File: src/rtl/pw_pkg.sv
package pw_pkg;
   localparam int unsigned BIT_PRESENT = 0;
   localparam int unsigned BIT_WRITABLE = 1;
   localparam int unsigned BIT_USER = 2;
   localparam int unsigned BIT_ACCESSED = 5;
   localparam int unsigned BIT_DIRTY = 6;

   typedef enum logic [1:0] {
      FLT_NONE = 2'd0,
      FLT_PAGE = 2'd1,
      FLT_PROT = 2'd2
   } pw_fault_e;

   typedef enum logic [1:0] {
      ST_IDLE   = 2'd0,
      ST_READ   = 2'd1,
      ST_UPDATE = 2'd2,
      ST_DONE   = 2'd3
   } pw_state_e;
endpackage

File: src/rtl/pw_index_sel.sv
module pw_index_sel #(
   parameter int unsigned VA_W   = 48,
   parameter int unsigned OFF_W  = 12,
   parameter int unsigned IDX_W  = 9,
   parameter int unsigned LEVELS = 4,
   localparam int unsigned LVL_W = (LEVELS > 1) ? $clog2(LEVELS) : 1
) (
   input  logic [VA_W-1:0]  vaddr,
   input  logic [LVL_W-1:0] level,
   output logic [IDX_W-1:0] index
);
   logic [IDX_W-1:0] slice [LEVELS];

   for (genvar k = 0; k < LEVELS; k++) begin : g_slice
      assign slice[k] = vaddr[OFF_W + (LEVELS-1-k)*IDX_W +: IDX_W];
   end

   always_comb begin
      index = '0;
      for (int k = 0; k < LEVELS; k++) begin
         if (level == LVL_W'(k)) index = slice[k];
      end
   end
endmodule

File: src/rtl/pw_entry_check.sv
module pw_entry_check #(
   parameter int unsigned PTE_W  = 64,
   parameter bit          XD_EN  = 1'b1
) (
   input  logic [PTE_W-1:0] entry,
   input  logic             acc_write,
   input  logic             acc_user,
   input  logic             acc_exec,
   output logic             not_present,
   output logic             prot_fault
);
   import pw_pkg::*;
   logic exec_block;

   if (XD_EN) begin : g_xd
      assign exec_block = acc_exec & entry[PTE_W-1];
   end else begin : g_no_xd
      assign exec_block = 1'b0;
   end

   assign not_present = ~entry[BIT_PRESENT];
   assign prot_fault  = (acc_write & ~entry[BIT_WRITABLE])
                      | (acc_user & ~entry[BIT_USER])
                      | exec_block;
endmodule

File: src/rtl/pw_flag_merge.sv
module pw_flag_merge #(
   parameter int unsigned PTE_W = 64
) (
   input  logic [PTE_W-1:0] leaf,
   input  logic             acc_write,
   output logic [PTE_W-1:0] updated
);
   import pw_pkg::*;
   always_comb begin
      updated = leaf;
      updated[BIT_ACCESSED] = 1'b1;
      if (acc_write) updated[BIT_DIRTY] = 1'b1;
   end
endmodule

File: src/rtl/pt_walker.sv
module pt_walker #(
   parameter int unsigned VA_W   = 48,
   parameter int unsigned OFF_W  = 12,
   parameter int unsigned IDX_W  = 9,
   parameter int unsigned LEVELS = 4,
   parameter int unsigned PPN_W  = 40,
   parameter int unsigned PTE_W  = 64,
   parameter bit          XD_EN  = 1'b1
) (
   input  logic                   clk,
   input  logic                   rst_n,
   input  logic                   req_valid,
   input  logic [VA_W-1:0]        req_vaddr,
   input  logic                   req_write,
   input  logic                   req_user,
   input  logic                   req_exec,
   input  logic [PPN_W-1:0]       root_ppn,
   output logic                   busy,
   output logic                   mem_req_valid,
   output logic                   mem_req_write,
   output logic [PPN_W+OFF_W-1:0] mem_req_addr,
   output logic [PTE_W-1:0]       mem_req_wdata,
   input  logic                   mem_rsp_valid,
   input  logic [PTE_W-1:0]       mem_rsp_rdata,
   output logic                   done_valid,
   output logic [1:0]             done_fault,
   output logic [PPN_W-1:0]       done_ppn,
   output logic [PPN_W+OFF_W-1:0] done_paddr
);
   import pw_pkg::*;

   localparam int unsigned PA_W    = PPN_W + OFF_W;
   localparam int unsigned LVL_W   = (LEVELS > 1) ? $clog2(LEVELS) : 1;
   localparam int unsigned ESZ_W   = $clog2(PTE_W / 8);
   localparam logic [LVL_W-1:0] LAST_LVL = LVL_W'(LEVELS - 1);

   if (VA_W != OFF_W + LEVELS * IDX_W) begin : g_bad_va
      $error("virtual width must equal offset plus all index slices");
   end
   if (OFF_W != IDX_W + ESZ_W) begin : g_bad_tbl
      $error("a table must fill exactly one page");
   end
   if (PA_W > PTE_W - 1) begin : g_bad_pte
      $error("entry too narrow for the page number field");
   end

   pw_state_e            state_q;
   logic [LVL_W-1:0]     lvl_q;
   logic [PPN_W-1:0]     base_q;
   logic [VA_W-1:0]      va_q;
   logic                 wr_q, us_q, ex_q;
   logic [PTE_W-1:0]     leaf_q;
   logic [PA_W-1:0]      leaf_addr_q;
   pw_fault_e            fault_q;
   logic [PPN_W-1:0]     ppn_q;

   logic [IDX_W-1:0]     idx;
   logic [PA_W-1:0]      walk_addr;
   logic                 chk_np, chk_prot;
   logic [PTE_W-1:0]     wb_data;

   pw_index_sel #(.VA_W(VA_W), .OFF_W(OFF_W), .IDX_W(IDX_W), .LEVELS(LEVELS)) u_idx (
      .vaddr (va_q),
      .level (lvl_q),
      .index (idx)
   );

   pw_entry_check #(.PTE_W(PTE_W), .XD_EN(XD_EN)) u_chk_entry (
      .entry       (mem_rsp_rdata),
      .acc_write   (wr_q),
      .acc_user    (us_q),
      .acc_exec    (ex_q),
      .not_present (chk_np),
      .prot_fault  (chk_prot)
   );

   pw_flag_merge #(.PTE_W(PTE_W)) u_merge (
      .leaf      (leaf_q),
      .acc_write (wr_q),
      .updated   (wb_data)
   );

   assign walk_addr = {base_q, idx, {ESZ_W{1'b0}}};

   always_ff @(posedge clk or negedge rst_n) begin
      if (!rst_n) begin
         state_q     <= ST_IDLE;
         lvl_q       <= '0;
         base_q      <= '0;
         va_q        <= '0;
         wr_q        <= 1'b0;
         us_q        <= 1'b0;
         ex_q        <= 1'b0;
         leaf_q      <= '0;
         leaf_addr_q <= '0;
         fault_q     <= FLT_NONE;
         ppn_q       <= '0;
      end else begin
         unique case (state_q)
            ST_IDLE: begin
               if (req_valid) begin
                  state_q <= ST_READ;
                  lvl_q   <= '0;
                  base_q  <= root_ppn;
                  va_q    <= req_vaddr;
                  wr_q    <= req_write;
                  us_q    <= req_user;
                  ex_q    <= req_exec;
                  fault_q <= FLT_NONE;
                  ppn_q   <= '0;
               end
            end
            ST_READ: begin
               if (mem_rsp_valid) begin
                  if (chk_np) begin
                     fault_q <= FLT_PAGE;
                     state_q <= ST_DONE;
                  end else if (chk_prot) begin
                     fault_q <= FLT_PROT;
                     state_q <= ST_DONE;
                  end else if (lvl_q == LAST_LVL) begin
                     leaf_q      <= mem_rsp_rdata;
                     leaf_addr_q <= walk_addr;
                     state_q     <= ST_UPDATE;
                  end else begin
                     base_q <= mem_rsp_rdata[OFF_W +: PPN_W];
                     lvl_q  <= lvl_q + 1'b1;
                  end
               end
            end
            ST_UPDATE: begin
               if (mem_rsp_valid) begin
                  ppn_q   <= leaf_q[OFF_W +: PPN_W];
                  state_q <= ST_DONE;
               end
            end
            ST_DONE: state_q <= ST_IDLE;
            default: state_q <= ST_IDLE;
         endcase
      end
   end

   assign busy          = (state_q != ST_IDLE);
   assign mem_req_valid = (state_q == ST_READ) || (state_q == ST_UPDATE);
   assign mem_req_write = (state_q == ST_UPDATE);
   assign mem_req_addr  = (state_q == ST_UPDATE) ? leaf_addr_q : walk_addr;
   assign mem_req_wdata = (state_q == ST_UPDATE) ? wb_data : '0;
   assign done_valid    = (state_q == ST_DONE);
   assign done_fault    = done_valid ? fault_q : FLT_NONE;
   assign done_ppn      = (done_valid && fault_q == FLT_NONE) ? ppn_q : '0;
   assign done_paddr    = (done_valid && fault_q == FLT_NONE) ?
                          {ppn_q, va_q[OFF_W-1:0]} : '0;
endmodule

File: config.mk
export PLATFORM = sky130hd
export DESIGN_NAME = pt_walker
export DESIGN_NICKNAME = d
export VERILOG_FILES = /design/src/rtl/pw_pkg.sv /design/src/rtl/pw_index_sel.sv /design/src/rtl/pw_entry_check.sv /design/src/rtl/pw_flag_merge.sv /design/src/rtl/pt_walker.sv
export SDC_FILE = /design/constraint.sdc
export NUM_CORES = 1
export LEC_CHECK = 0
export BUFFER_PORTS_ARGS = -buffer_cell sky130_fd_sc_hd__buf_2
export CELL_PAD_IN_SITES_DETAIL_PLACEMENT = 0
export CELL_PAD_IN_SITES_GLOBAL_PLACEMENT = 1
export CORE_MARGIN = 3
export CORE_UTILIZATION = 38
export CTS_BUF_LIST = sky130_fd_sc_hd__clkbuf_8
export CTS_CLUSTER_SIZE = 28
export DETAILED_ROUTE_END_ITERATION = 8
export GPL_TIMING_DRIVEN = 1
export PLACE_DENSITY = 0.76
export SKIP_CTS_REPAIR_TIMING = 1
export SYNTH_ARGS = -nofsm -noshare
export SYNTH_HDL_FRONTEND = slang
export SYNTH_SLANG_ARGS = --single-unit
File: constraint.sdc
create_clock -name clk -period 2.4 [get_ports clk]
set_clock_uncertainty 0.05 [all_clocks]
set_input_delay 0.12 -clock clk [delete_from_list [all_inputs] [get_ports clk]]
set_output_delay 0.12 -clock clk [all_outputs]
set_load 0.01 [all_outputs]
# --- Word-level counts from Yosys, hierarchy flattened ---
# Cells that the tools add are included.
# Widths: inputs -> output; s select.
word_totals:
  register_bits: 250
  latch_bits: 0
  mem_bits_rw: 0
  romBits: 0
  in_bits: 159
  out_inout_bits: 214
  word_cells: 84
  mem_count: 0
classes:
  add_sub_neg: 1
  multipliers: 0
  div_mod_pow: 0
  n_lt_le_gt_ge: 0
  eq_ne: 14
  n_shift: 0
  muxes: 36
  bitwise_logic: 8
  n_reduce_logical: 14
ops:
  columns: ["cell", "n"]
  rows:
  - ["$mux 40", 8]
  - ["$pmux 40 s2", 2]
  - ["$mux 52", 2]
  - ["$mux 64", 1]
  - ["$mux 9", 4]
  - ["$mux 2", 15]
  - ["$ne 2x2->1 const B", 5]
  - ["$eq 2x2->1 const B", 4]
  - ["$pmux 2 s2", 2]
  - ["$pmux 2 s4", 1]
  - ["$reduce_and 4->1", 2]
  - ["$logic_not 2->1", 3]
  - ["$reduce_and 6->1", 1]
  - ["$reduce_bool 2->1", 3]
  - ["$reduce_and 5->1", 1]
  - ["$eq 2x1->1 const B", 2]
  - ["$ne 4x4->1 const B", 1]
  - ["$and 1x1->1", 3]
  - ["$ne 3x3->1 const B", 1]
  - ["$not 1->1", 3]
  - ["$reduce_and 3->1", 1]
  - ["$add 2x1->2 const B", 1]
  - ["$ne 2x1->1 const B", 1]
  - ["$or 1x1->1", 2]
  - ["other kinds (4)", 4]

# --- Logic depth before layout (Yosys ltp) ---
# Gate-level depths: netlist of run 1.
logic_depth:
  depth_word: 8
  ltp_mapped: 8
  mapped_depth_nobuf: 6

# --- By module ---
# Synthesis of run 1 repeated with hierarchy kept, for this count alone.
hier_totals:
  hier_cells: 971
  hier_area_um2: 12525.8
by_module_without_submodules:
  columns: ["mod", "n_inst", "cells_each", "area_per_inst_um2", "seq_area_each_um2"]
  rows:
  - ["pt_walker", 1, 890, 11793.8, 6256.0]
  - ["pw_flag_merge", 1, 65, 483.0, 0.0]
  - ["pw_index_sel", 1, 11, 219.0, 0.0]
  - ["pw_entry_check", 1, 5, 30.0, 0.0]

# --- Least setup slack after synthesis of run 1 ---
# OpenSTA, ideal clock, no wires.
synth_path:
  path_type: "register to output"
  from: "register state_q[0]"
  to: "output mem_req_wdata[6]"
  arrival_ps: 1908
  required_time_ps: 2230
  path_slack_ps: 322
  stages_incl_launch_ff: 8
  n_path_buf: 4
  path_cell_list: "dfrtp_1 > inv_1 > ha_1 > buf_2 > clkbuf_1 > buf_1 > buf_2 > o21a_1"
synth_via:
  elab_chain_len: 2
synth_rtl:
  columns: ["item", "line", "text"]
  rows:
  - ["start, declared", "pt_walker.sv:47", "pw_state_e state_q;"]
  - ["start signal, assigned", "pt_walker.sv:87", "state_q <= ST_IDLE;"]
  - ["start signal, assigned", "pt_walker.sv:102", "state_q <= ST_READ;"]
  - ["start signal, assigned", "pt_walker.sv:117", "state_q <= ST_DONE;"]
  - ["$eq 2x2->1", null, null]
  - ["named net mem_req_write", "pt_walker.sv:20", "output logic mem_req_write,"]
  - ["$mux 64", "pt_walker.sv:147", "assign mem_req_wdata = (state_q == ST_UPDATE) ? wb_data : '0;"]
  - ["end, declared", "pt_walker.sv:22", "output logic [PTE_W-1:0] mem_req_wdata,"]
# The timed path passes the listed nets, and every way through them passes these cells.

# --- Worst setup path after layout of run 1 ---
layout_path:
  from: "register lvl_q[0]"
  to: "output mem_req_addr[10]"
layout_via:
  elab_chain_len: 6
  word_cells_on_any_way: 9
  cone_classes: "3 x eq/ne; 5 x mux; 1 x reduce/logical"
layout_rtl:
  columns: ["item", "line", "text"]
  rows:
  - ["start, declared", "pt_walker.sv:48", "logic [LVL_W-1:0] lvl_q;"]
  - ["start signal, assigned", "pt_walker.sv:127", "lvl_q <= lvl_q + 1'b1;"]
  - ["$logic_not 2->1", "pw_index_sel.sv:21", "if (level == LVL_W'(k)) index = slice[k];"]
  - ["$mux 9 (3 in a row)", "pw_index_sel.sv:21", null]
  - ["$mux 9 *", "pw_index_sel.sv:21", null]
  - ["$mux 52 *", "pt_walker.sv:146", "assign mem_req_addr = (state_q == ST_UPDATE) ? leaf_addr_q : walk_addr;"]
  - ["end, declared", "pt_walker.sv:21", "output logic [PPN_W+OFF_W-1:0] mem_req_addr,"]
# Every way passes the cells marked *; elsewhere a longest branch is shown, timed or not.

==> impl_metrics.json, run 1 <==
{
  "worst_ep_arrival_time_ns": 2.11,
  "cpMostUsedCell": "a21oi_1",
  "final.setup.tns_ns": 0,
  "slowest_stage": "dfrtp_2",
  "avgViaCountPerCell": 4.985,
  "switching_power_w": 0.006057,
  "yosysMostFrequentCell": "dfrtp_1",
  "multi_input_area_sq_mm": 0.005191,
  "hold_path_class": "in -> reg",
  "powerDensity_mw_per_mm2": 1037,
  "fmax_mhz": 438.6,
  "crit_path_start": "lvl_q[0]",
  "synthArstFlopShare_pct": 100.0,
  "min_from": "mem_rsp_valid",
  "syn_inst": 931,
  "synth_mux_area_share_pct": 21.44,
  "synth_common_cells": "249 x dfrtp_1, 124 x mux2_2, 116 x and2_1",
  "worst_hold_slack_ns": 0.02620,
  "cts_max_level": 2,
  "first_global_vias": 8927,
  "synth_area_leader_cell": "dfrtp_1",
  "wirelength_microns": 35340,
  "die_x_microns": 184.0,
  "internal-power_w": 0.01129,
  "clkSinkCount": 249,
  "tightestPinTransition_ns": 0.9155,
  "pwr-share-comb_pct": 40.2,
  "sw_frac_of_total_pct": 34.92,
  "start_kind": "flip-flop",
  "wl_per_cell_microns": 19.11,
  "seq_area_sq_mm": 0.006236,
  "ant_nets": 0,
  "drtIter0Drc": 419,
  "nets": 1586,
  "area_growth_pct": 38.86,
  "path_cells": "inv_2, ha_4, buf_4, a21oi_1, o21ai_0, a221oi_1, a21oi_1, buf_2",
  "portBuffers": 368,
  "p_clk_share_pct": 22.9,
  "grt_overflow": 0,
  "grt_pass1_wl_microns": 51470,
  "max_slew_margin_pct": 38.97,
  "place.gp.congestion": 0.7745,
  "slew_viol_final": 0,
  "syn_area_sq_mm": 0.01204,
  "dpl.hpwl_microns": 23150,
  "synth-seq-cells": 249,
  "antenna_found_initial": 1,
  "fin_crit_sh_pct": 94.99,
  "yosys.area_share.simple_pct": 9.642,
  "yosys_warnings": 0,
  "initial_core_util_pct": 38.96,
  "p_leak_nw": 8.589,
  "synth_flop_cell": "dfrtp_1",
  "synth_top_family_by_area": "multiplexers",
  "p_seq_share_pct": 36.8,
  "numCtsBuffers": 44,
  "clock_latency_ns": 0.54,
  "crit_type": "reg -> out",
  "path_clk_slew_ns": 0.06,
  "hold_viol": 0,
  "synth_edf_count": 0,
  "num_rows": 64,
  "firstDrtPassIters": 4,
  "dieArea_sq_mm": 0.03386,
  "grt.total_usage_pct": 19.21,
  "coreArea_sq_mm": 0.03091,
  "clockBufferDepth": 3,
  "slowest_delay_ns": 0.41,
  "rsz0062_at_grt": "yes",
  "nFillCells": 2693,
  "r2r_start": "lvl_q[0]",
  "cts_tree": "done",
  "setup_violations": 0,
  "crit_fanout": 9,
  "cp-end-kind": "primary output",
  "synthAdderAreaFrac_pct": 0.8312,
  "ys_seq_area_share_pct": 51.74,
  "clockRootBuffer": "clkbuf_8",
  "cap_violations": 0,
  "synth_area_leaders": "dfrtp_1 52%, mux2_2 12%, mux2_4 9.8%",
  "final_cell_area_sq_mm": 0.01672,
  "synth_compound_area_share_pct": 9.953,
  "die_y_microns": 184.0,
  "ys_types": 38,
  "ir_drop_mv": 0.6080,
  "synth.avg_cell_area_sq_um": 12.94,
  "vias": 9217,
  "finalCriticalPeriod_ns": 2.280,
  "synth_top_area_share_pct": 51.74,
  "cp.required_ns": 2.23,
  "status": "finished clean",
  "drc": 0,
  "synth_xor_area_share_pct": 0,
  "grt_max_degree": 80,
  "post_dp_cell_area_sq_mm": 0.01412,
  "boundaryPins": 373,
  "layout-drive-gt1-share_pct": 50.38,
  "crit_buf_inv": 3,
  "critPathTopFamily": "compound AO/OA/AOI/OAI gates"
}
## layout make-up
type | count | share of cell area (%)
flip-flops and latches | 249 | 37.29
multi-input cells | 545 | 31.04
repair buffers | 554 | 22.73
clock buffers | 57 | 4.691
well taps | 396 | 2.963
clock inverters | 21 | 0.6884
inverters | 25 | 0.5612
diodes | 2 | 0.02993
## worst register-to-register path, cell delays in order (launching register included)
cell and delay, ns:
dfrtp_2 0.44, buf_12 0.14, ha_4 0.19, nor4_4 0.26, buf_4 0.19, o2bb2ai_4 0.13, buf_4 0.39, o221a_2 0.29
## path summary, 6_finish.rpt
path | end | slack [ns] | cells after the start
worst min register to register | leaf_q[0] | 0.42 | 1
worst min-delay path | state_q[0] | 0.03 | 3
min in group asynchronous | leaf_addr_q[23] | 0.14 | 2
worst max register to register | base_q[11] | 0.24 | 7
worst max-delay path | mem_req_addr[10] | 0.12 | 8
max in group asynchronous | leaf_q[60] | 1.44 | 3
## cells in the final DEF (no fill, tap or decap), types with 12 or more instances in the layout
| master | n |
|---|---|
| buf_2 | 367 |
| a21oi_1 | 28 |
| o221a_2 | 40 |
| a22o_1 | 40 |
| dfrtp_1 | 245 |
| inv_1 | 37 |
| mux2_4 | 79 |
| buf_4 | 18 |
| clkbuf_8 | 57 |
| dlygate4sd3_1 | 155 |
| mux2_2 | 124 |
| or3_1 | 40 |
| nand2_1 | 12 |
| and2_1 | 116 |
## power groups by stage
stage / sequential, W / clock [W] / combinational [W]
2_1_floorplan: 0.00611 / 0 / 0.00438
3_5_place_dp: 0.00641 / 0 / 0.00665
4_1_cts: 0.00635 / 0.00412 / 0.00669
3_3_place_gp: 0.00634 / 0 / 0.00657
6_report: 0.00639 / 0.00398 / 0.00698
5_1_grt: 0.00657 / 0.00433 / 0.00762
## per-layer routing
| layer | vias up | global-route usage (%) | wire, microns |
|---|---|---|---|
| li1 | 4274 | - | - |
| met1 | 4568 | 25.38 | 15230 |
| met2 | 310 | 31.15 | 17190 |
| met4 | 0 | 5.655 | 772 |
| met5 | - | 0 | 0 |
| met3 | 65 | 5.184 | 2151 |
## state kept, by name, summed over array words and instances (netlist names)
register     flops
va_q            48
wr_q             1
ex_q             1
leaf_addr_q     49
leaf_q          63
base_q          40
lvl_q            2
ppn_q           40
state_q          2
us_q             1
fault_q          2
## cell families after synthesis
family                     count (synthesis)
other                                      1
and+or+nand+nor                          187
AOI/OAI and AO/OA                        144
buffers and inverters                    139
adders and majority gates                  8
muxes                                    203
DFF                                      249
## stage by stage
step                      util (%)  instances  setup slack [ns]  total power (W)
after floorplan                  -        933            0.3217          0.01049
after global placement       45.70       1610            0.2318          0.01291
after detailed placement     45.70       1610            0.2015          0.01306
after CTS                    48.61       1688           -0.2875          0.01715
after global routing         54.09       1848          -0.01410          0.01852
final                        54.10       1849            0.1201          0.01735
Power figures use the tool's default switching activity.
==> run 2: changes to the inputs <==
- SETUP_SLACK_MARGIN: not set -> 0.3
- SLEW_MARGIN: not set -> 20
==> run 2 against run 1 <==
Sequential share of layout area shrank 4.0 points. Sequential power is 1% higher. Total power is 17% higher. Core utilization is 6.5 points higher. Setup slack lost 0.016 ns. Critical endpoint is now mem_req_addr[4]. Highest routed layer unchanged.
==> impl_metrics.json, run 2 (synthesis gave the netlist of run 1 again) <==
{
  "internal-power_w": 0.01335,
  "antenna_found_initial": 1,
  "portBuffers": 368,
  "drtIter0Drc": 418,
  "grt_overflow": 0,
  "r2r-end": "ppn_q[31]",
  "vias": 9587,
  "reg2regPathDepth": 9,
  "cts_tree": "done",
  "cp-end-kind": "primary output",
  "p_seq_share_pct": 31.8,
  "layout_commonest_cell": "dfrtp_1",
  "coreArea_sq_mm": 0.03091,
  "status": "finished clean",
  "ir_drop_mv": 0.7639,
  "wirelength_microns": 40700,
  "powerDensity_mw_per_mm2": 1087,
  "worst_ep_arrival_time_ns": 2.13,
  "die_y_microns": 184.0,
  "grt_max_degree": 80,
  "cap_violations": 0,
  "largest-register": "leaf_q",
  "tightestPinTransition_ns": 0.6686,
  "clock_latency_ns": 0.54,
  "area_growth_pct": 55.42,
  "drc": 0,
  "crit_path_start": "lvl_q[0]",
  "max_slew_margin_pct": 55.43,
  "wl_per_cell_microns": 21.61,
  "boundaryPins": 373,
  "r2r_start": "state_q[1]",
  "p_leak_nw": 9.320,
  "p_clk_share_pct": 19.7,
  "first_global_vias": 8927,
  "grt_pass1_wl_microns": 51470,
  "instances_no_fill": 1883,
  "layout_common_cells": "245 x dfrtp_1, 211 x buf_2, 169 x buf_6, 155 x dlygate4sd3_1, 119 x mux2_4",
  "grt.total_usage_pct": 19.21,
  "layout-drive-gt1-share_pct": 56.86,
  "min_path_cells": 3,
  "die_x_microns": 184.0,
  "place.gp.congestion": 0.7745,
  "crit_type": "reg -> out",
  "dieArea_sq_mm": 0.03386,
  "pwr-share-comb_pct": 48.6,
  "clockRootBuffer": "clkbuf_8",
  "sw_frac_of_total_pct": 34.42,
  "min_to": "state_q[0]",
  "min_from": "mem_rsp_valid",
  "initial_core_util_pct": 38.96,
  "cts_max_level": 2,
  "clockBufferDepth": 3,
  "hold_viol": 0,
  "fin_crit_sh_pct": 95.64,
  "ant_nets": 0,
  "start_kind": "flip-flop",
  "setup_violations": 0,
  "largest_register_ffs": 63,
  "clkSinkCount": 249,
  "cp.required_ns": 2.23,
  "rrSetupSlack_ns": 0.34,
  "fmax_mhz": 435.7,
  "nets": 1621,
  "path_clk_slew_ns": 0.06,
  "rsz0062_at_grt": "yes",
  "crit_fanout": 18,
  "slew_viol_final": 0,
  "finalCriticalPeriod_ns": 2.295,
  "num_rows": 64,
  "switching_power_w": 0.007005,
  "avgViaCountPerCell": 5.091,
  "hold_path_class": "in -> reg",
  "post-route-util_pct": 60.55,
  "dpl.hpwl_microns": 23150,
  "reg.largest.list": "leaf_q x63, leaf_addr_q x49, va_q x48",
  "firstDrtPassIters": 5,
  "numCtsBuffers": 44,
  "dp.cells": 1610
}
## run 2: cell types whose count changed in the layout (fill, tap and decap cells not counted), sizes merged
cell	delta
buf	+23
diode	-1
clkbuf	+12
## run 2: how the worst max path moves through the flow
stage | end | slack [ns]
after CTS | mem_req_addr[4] | -0.29
after floorplan | mem_req_wdata[6] | 0.32
after global routing | mem_req_addr[8] | -0.04
after global placement | base_q[15] | 0.23
after detailed placement | base_q[11] | 0.20
final | mem_req_addr[4] | 0.10
## run 2: layout make-up
class                      count  area [sq um]
tap                          396         495.5
antenna                        1         2.502
multi-input combinational    545          5555
clock buffer                  57         784.5
clock inverter                21         115.1
inverter                      25         93.84
timing repair buffer         589          5434
fill                        2425         12190
sequential                   249          6236
## run 2: layer usage
metal | part of all wire, % | GRT usage (%)
met2 | 51 | 31.15
met3 | 6.4 | 5.184
met5 | 0 | 0
met1 | 41 | 25.38
met4 | 2.4 | 5.655
## run 2: critical path, stage by stage (launching register included)
cell and delay (ns):
dfrtp_2 0.41, buf_12 0.12, ha_2 0.28, buf_8 0.20, a21oi_1 0.06, a221oi_1 0.28
a21oi_1 0.08, buf_2 0.15
## run 2: power groups by stage
stage	clock network (W)	logic, W	registers [W]
2_1_floorplan	0	0.00438	0.00611
3_3_place_gp	0	0.00657	0.00634
3_5_place_dp	0	0.00665	0.00641
4_1_cts	0.00412	0.00669	0.00635
5_1_grt	0.00434	0.0105	0.00663
6_report	0.00400	0.00989	0.00646
## run 2: stage by stage
stage	hold slack, ns	power, W	setup WS, ns	setup TNS, ns	cell area (sq um)
after floorplan	-0.2256	0.01049	0.3217	0	12050
after global placement	0.1224	0.01291	0.2318	0	14120
after detailed placement	0.1243	0.01306	0.2015	0	14120
after CTS	-0.4783	0.01715	-0.2875	-3.290	15020
after global routing	0.04450	0.02150	-0.03856	-0.1334	18720
final	0.03284	0.02035	0.1046	0	18720
==> run 3: changes to the inputs <==
--- a/config.mk
+++ b/config.mk
@@ -12,7 +12,8 @@
 export CORE_UTILIZATION = 38
 export CTS_BUF_LIST = sky130_fd_sc_hd__clkbuf_8
+export CTS_CLUSTER_DIAMETER = 200
 export CTS_CLUSTER_SIZE = 28
 export DETAILED_ROUTE_END_ITERATION = 8
-export GPL_TIMING_DRIVEN = 1
+export GPL_TIMING_DRIVEN = 0
 export PLACE_DENSITY = 0.76
 export SETUP_SLACK_MARGIN = 0.3
--- a/constraint.sdc
+++ b/constraint.sdc
@@ -3,3 +3,3 @@
 set_input_delay 0.12 -clock clk [delete_from_list [all_inputs] [get_ports clk]]
 set_output_delay 0.12 -clock clk [all_outputs]
-set_load 0.01 [all_outputs]
+set_load 0.005 [all_outputs]
==> run 3 against run 2 <==
First-iteration DRC count increased by 4.8%. Combinational power fell by 7.7%. Clock power decreased by 55%. Sequential power shrank 0.6%. Critical path depth rose by 2. Cell area down 3.7%. Critical path type unchanged. Critical endpoint is now mem_req_addr[11]. Largest cell class unchanged. Largest power group unchanged. Highest routed layer unchanged.
==> impl_metrics.json, run 3 (synthesis gave the netlist of run 1 again) <==
{
  "status": "finished clean",
  "reg2regPathDepth": 7,
  "clkSinkCount": 249,
  "firstDrtPassIters": 7,
  "numCtsBuffers": 12,
  "tightestPinTransition_ns": 0.5943,
  "largest-register": "leaf_q",
  "die_y_microns": 184.0,
  "crit_end": "mem_req_addr[11]",
  "ir_drop_mv": 0.5062,
  "crit_fanout": 6,
  "wirelength_microns": 39320,
  "crit_path_start": "lvl_q[1]",
  "first_global_vias": 8854,
  "layout_common_cells": "314 x buf_2, 248 x dfrtp_1, 156 x dlygate4sd3_1, 103 x buf_6, 102 x mux2_2",
  "worst_ep_arrival_time_ns": 2.23,
  "wl_per_cell_microns": 20.66,
  "instances_no_fill": 1903,
  "cts_tree": "done",
  "initial_core_util_pct": 38.96,
  "clockRootBuffer": "clkbuf_8",
  "antenna_found_initial": 0,
  "setup_violations": 0,
  "grt_pass1_wl_microns": 53630,
  "ant_nets": 0,
  "fmax_mhz": 416.7,
  "fin_crit_sh_pct": 100.0,
  "dp.cells": 1702,
  "dpl.hpwl_microns": 27780,
  "rrSetupSlack_ns": 0.28,
  "r2r-end": "base_q[4]",
  "cap_violations": 0,
  "r2r_start": "state_q[1]",
  "portBuffers": 368,
  "finalCriticalPeriod_ns": 2.400,
  "coreArea_sq_mm": 0.03091,
  "dieArea_sq_mm": 0.03386,
  "num_antenna_cells": 0,
  "start_kind": "flip-flop",
  "largest_register_ffs": 63,
  "cp-end-kind": "primary output",
  "path_clk_slew_ns": 0.18,
  "hold_viol": 0,
  "nets": 1674,
  "avgViaCountPerCell": 4.987,
  "place.gp.congestion": 0.8085,
  "powerDensity_mw_per_mm2": 962.2,
  "cp.required_ns": 2.23,
  "max_slew_margin_pct": 60.38,
  "grt_max_degree": 81,
  "cts_max_level": 1,
  "area_growth_pct": 49.70,
  "grt_overflow": 0,
  "p_leak_nw": 9.119,
  "boundaryPins": 373,
  "die_x_microns": 184.0,
  "num_rows": 64,
  "layout_commonest_cell": "buf_2",
  "slew_viol_final": 0,
  "drtIter0Drc": 438,
  "reg.largest.list": "leaf_q x63, leaf_addr_q x49, va_q x48",
  "crit_type": "reg -> out",
  "clock_latency_ns": 0.56,
  "rsz0062_at_grt": "yes",
  "grt.total_usage_pct": 20.51,
  "clockBufferDepth": 3,
  "final.setup.tns_ns": 0,
  "drc": 0,
  "layout-drive-gt1-share_pct": 56.93,
  "hold_path_class": "in -> async",
  "vias": 9490
}
==> run 3: how the worst min path moves through the flow <==
stage             startpoint   endpoint  slack (ns)  cells after the start
2_1_floorplan          rst_n  base_q[0]       -0.23                      0
3_3_place_gp   req_vaddr[10]   va_q[10]        0.30                      2
3_5_place_dp           rst_n    va_q[0]       -0.07                      1
4_1_cts                rst_n    va_q[0]       -0.67                      1
5_1_grt                rst_n    va_q[0]        0.03                      3
6_report               rst_n    va_q[0]        0.05                      3
==> run 3: metal layers <==
| metal | track usage, % | share of wire (%) | wire (microns) |
|---|---|---|---|
| met4 | 4.385 | 1.9 | 736 |
| met3 | 3.977 | 5.4 | 2107 |
| met2 | 34.21 | 49 | 19430 |
| met1 | 28.01 | 43 | 17050 |
| met5 | 0 | 0 | 0 |
==> run 3: worst max-delay path: stages (launching register included) <==
cell	delay (ns)
dfrtp_1	0.47
buf_6	0.14
ha_4	0.16
buf_6	0.14
buf_8	0.13
a21oi_4	0.11
o21ai_2	0.09
a221oi_2	0.24
a21oi_1	0.07
buf_2	0.13
==> run 3: area by class of cell <==
| cell class | instances | area, sq um |
|---|---|---|
| fillers | 2543 | 12880 |
| flip-flops and latches | 249 | 6232 |
| multi-input cells | 545 | 5560 |
| repair buffers | 560 | 4395 |
| plain buffers | 114 | 1067 |
| well taps | 396 | 495.5 |
| clock buffers | 13 | 178.9 |
| inverters | 25 | 93.84 |
| clock inverters | 1 | 5.005 |
==> run 3: metrics by stage <==
| stage | total power [W] | cell area, sq um | setup slack, ns | util (%) | hold WS (ns) |
|---|---|---|---|---|---|
| 6_report | 0.01735 | 18030 | 0.000002887 | 58.33 | 0.04990 |
| 5_1_grt | 0.01838 | 18030 | -0.1129 | 58.33 | 0.02505 |
| 4_1_cts | 0.01470 | 14680 | -1.344 | 47.51 | -0.6715 |
| 2_1_floorplan | 0.01011 | 12050 | 0.4033 | - | -0.2256 |
| 3_3_place_gp | 0.01269 | 14390 | -3.456 | 46.55 | 0.3017 |
| 3_5_place_dp | 0.01286 | 14500 | -0.6524 | 46.91 | -0.06632 |
==> run 3: where the power goes <==
| part | internal [W] | total [W] | switching (W) |
|---|---|---|---|
| clock network | 0.000500 | 0.00179 | 0.00129 |
| registers | 0.00549 | 0.00642 | 0.000928 |
| logic | 0.00522 | 0.00913 | 0.00392 |
| total | 0.0112 | 0.0173 | 0.00614 |
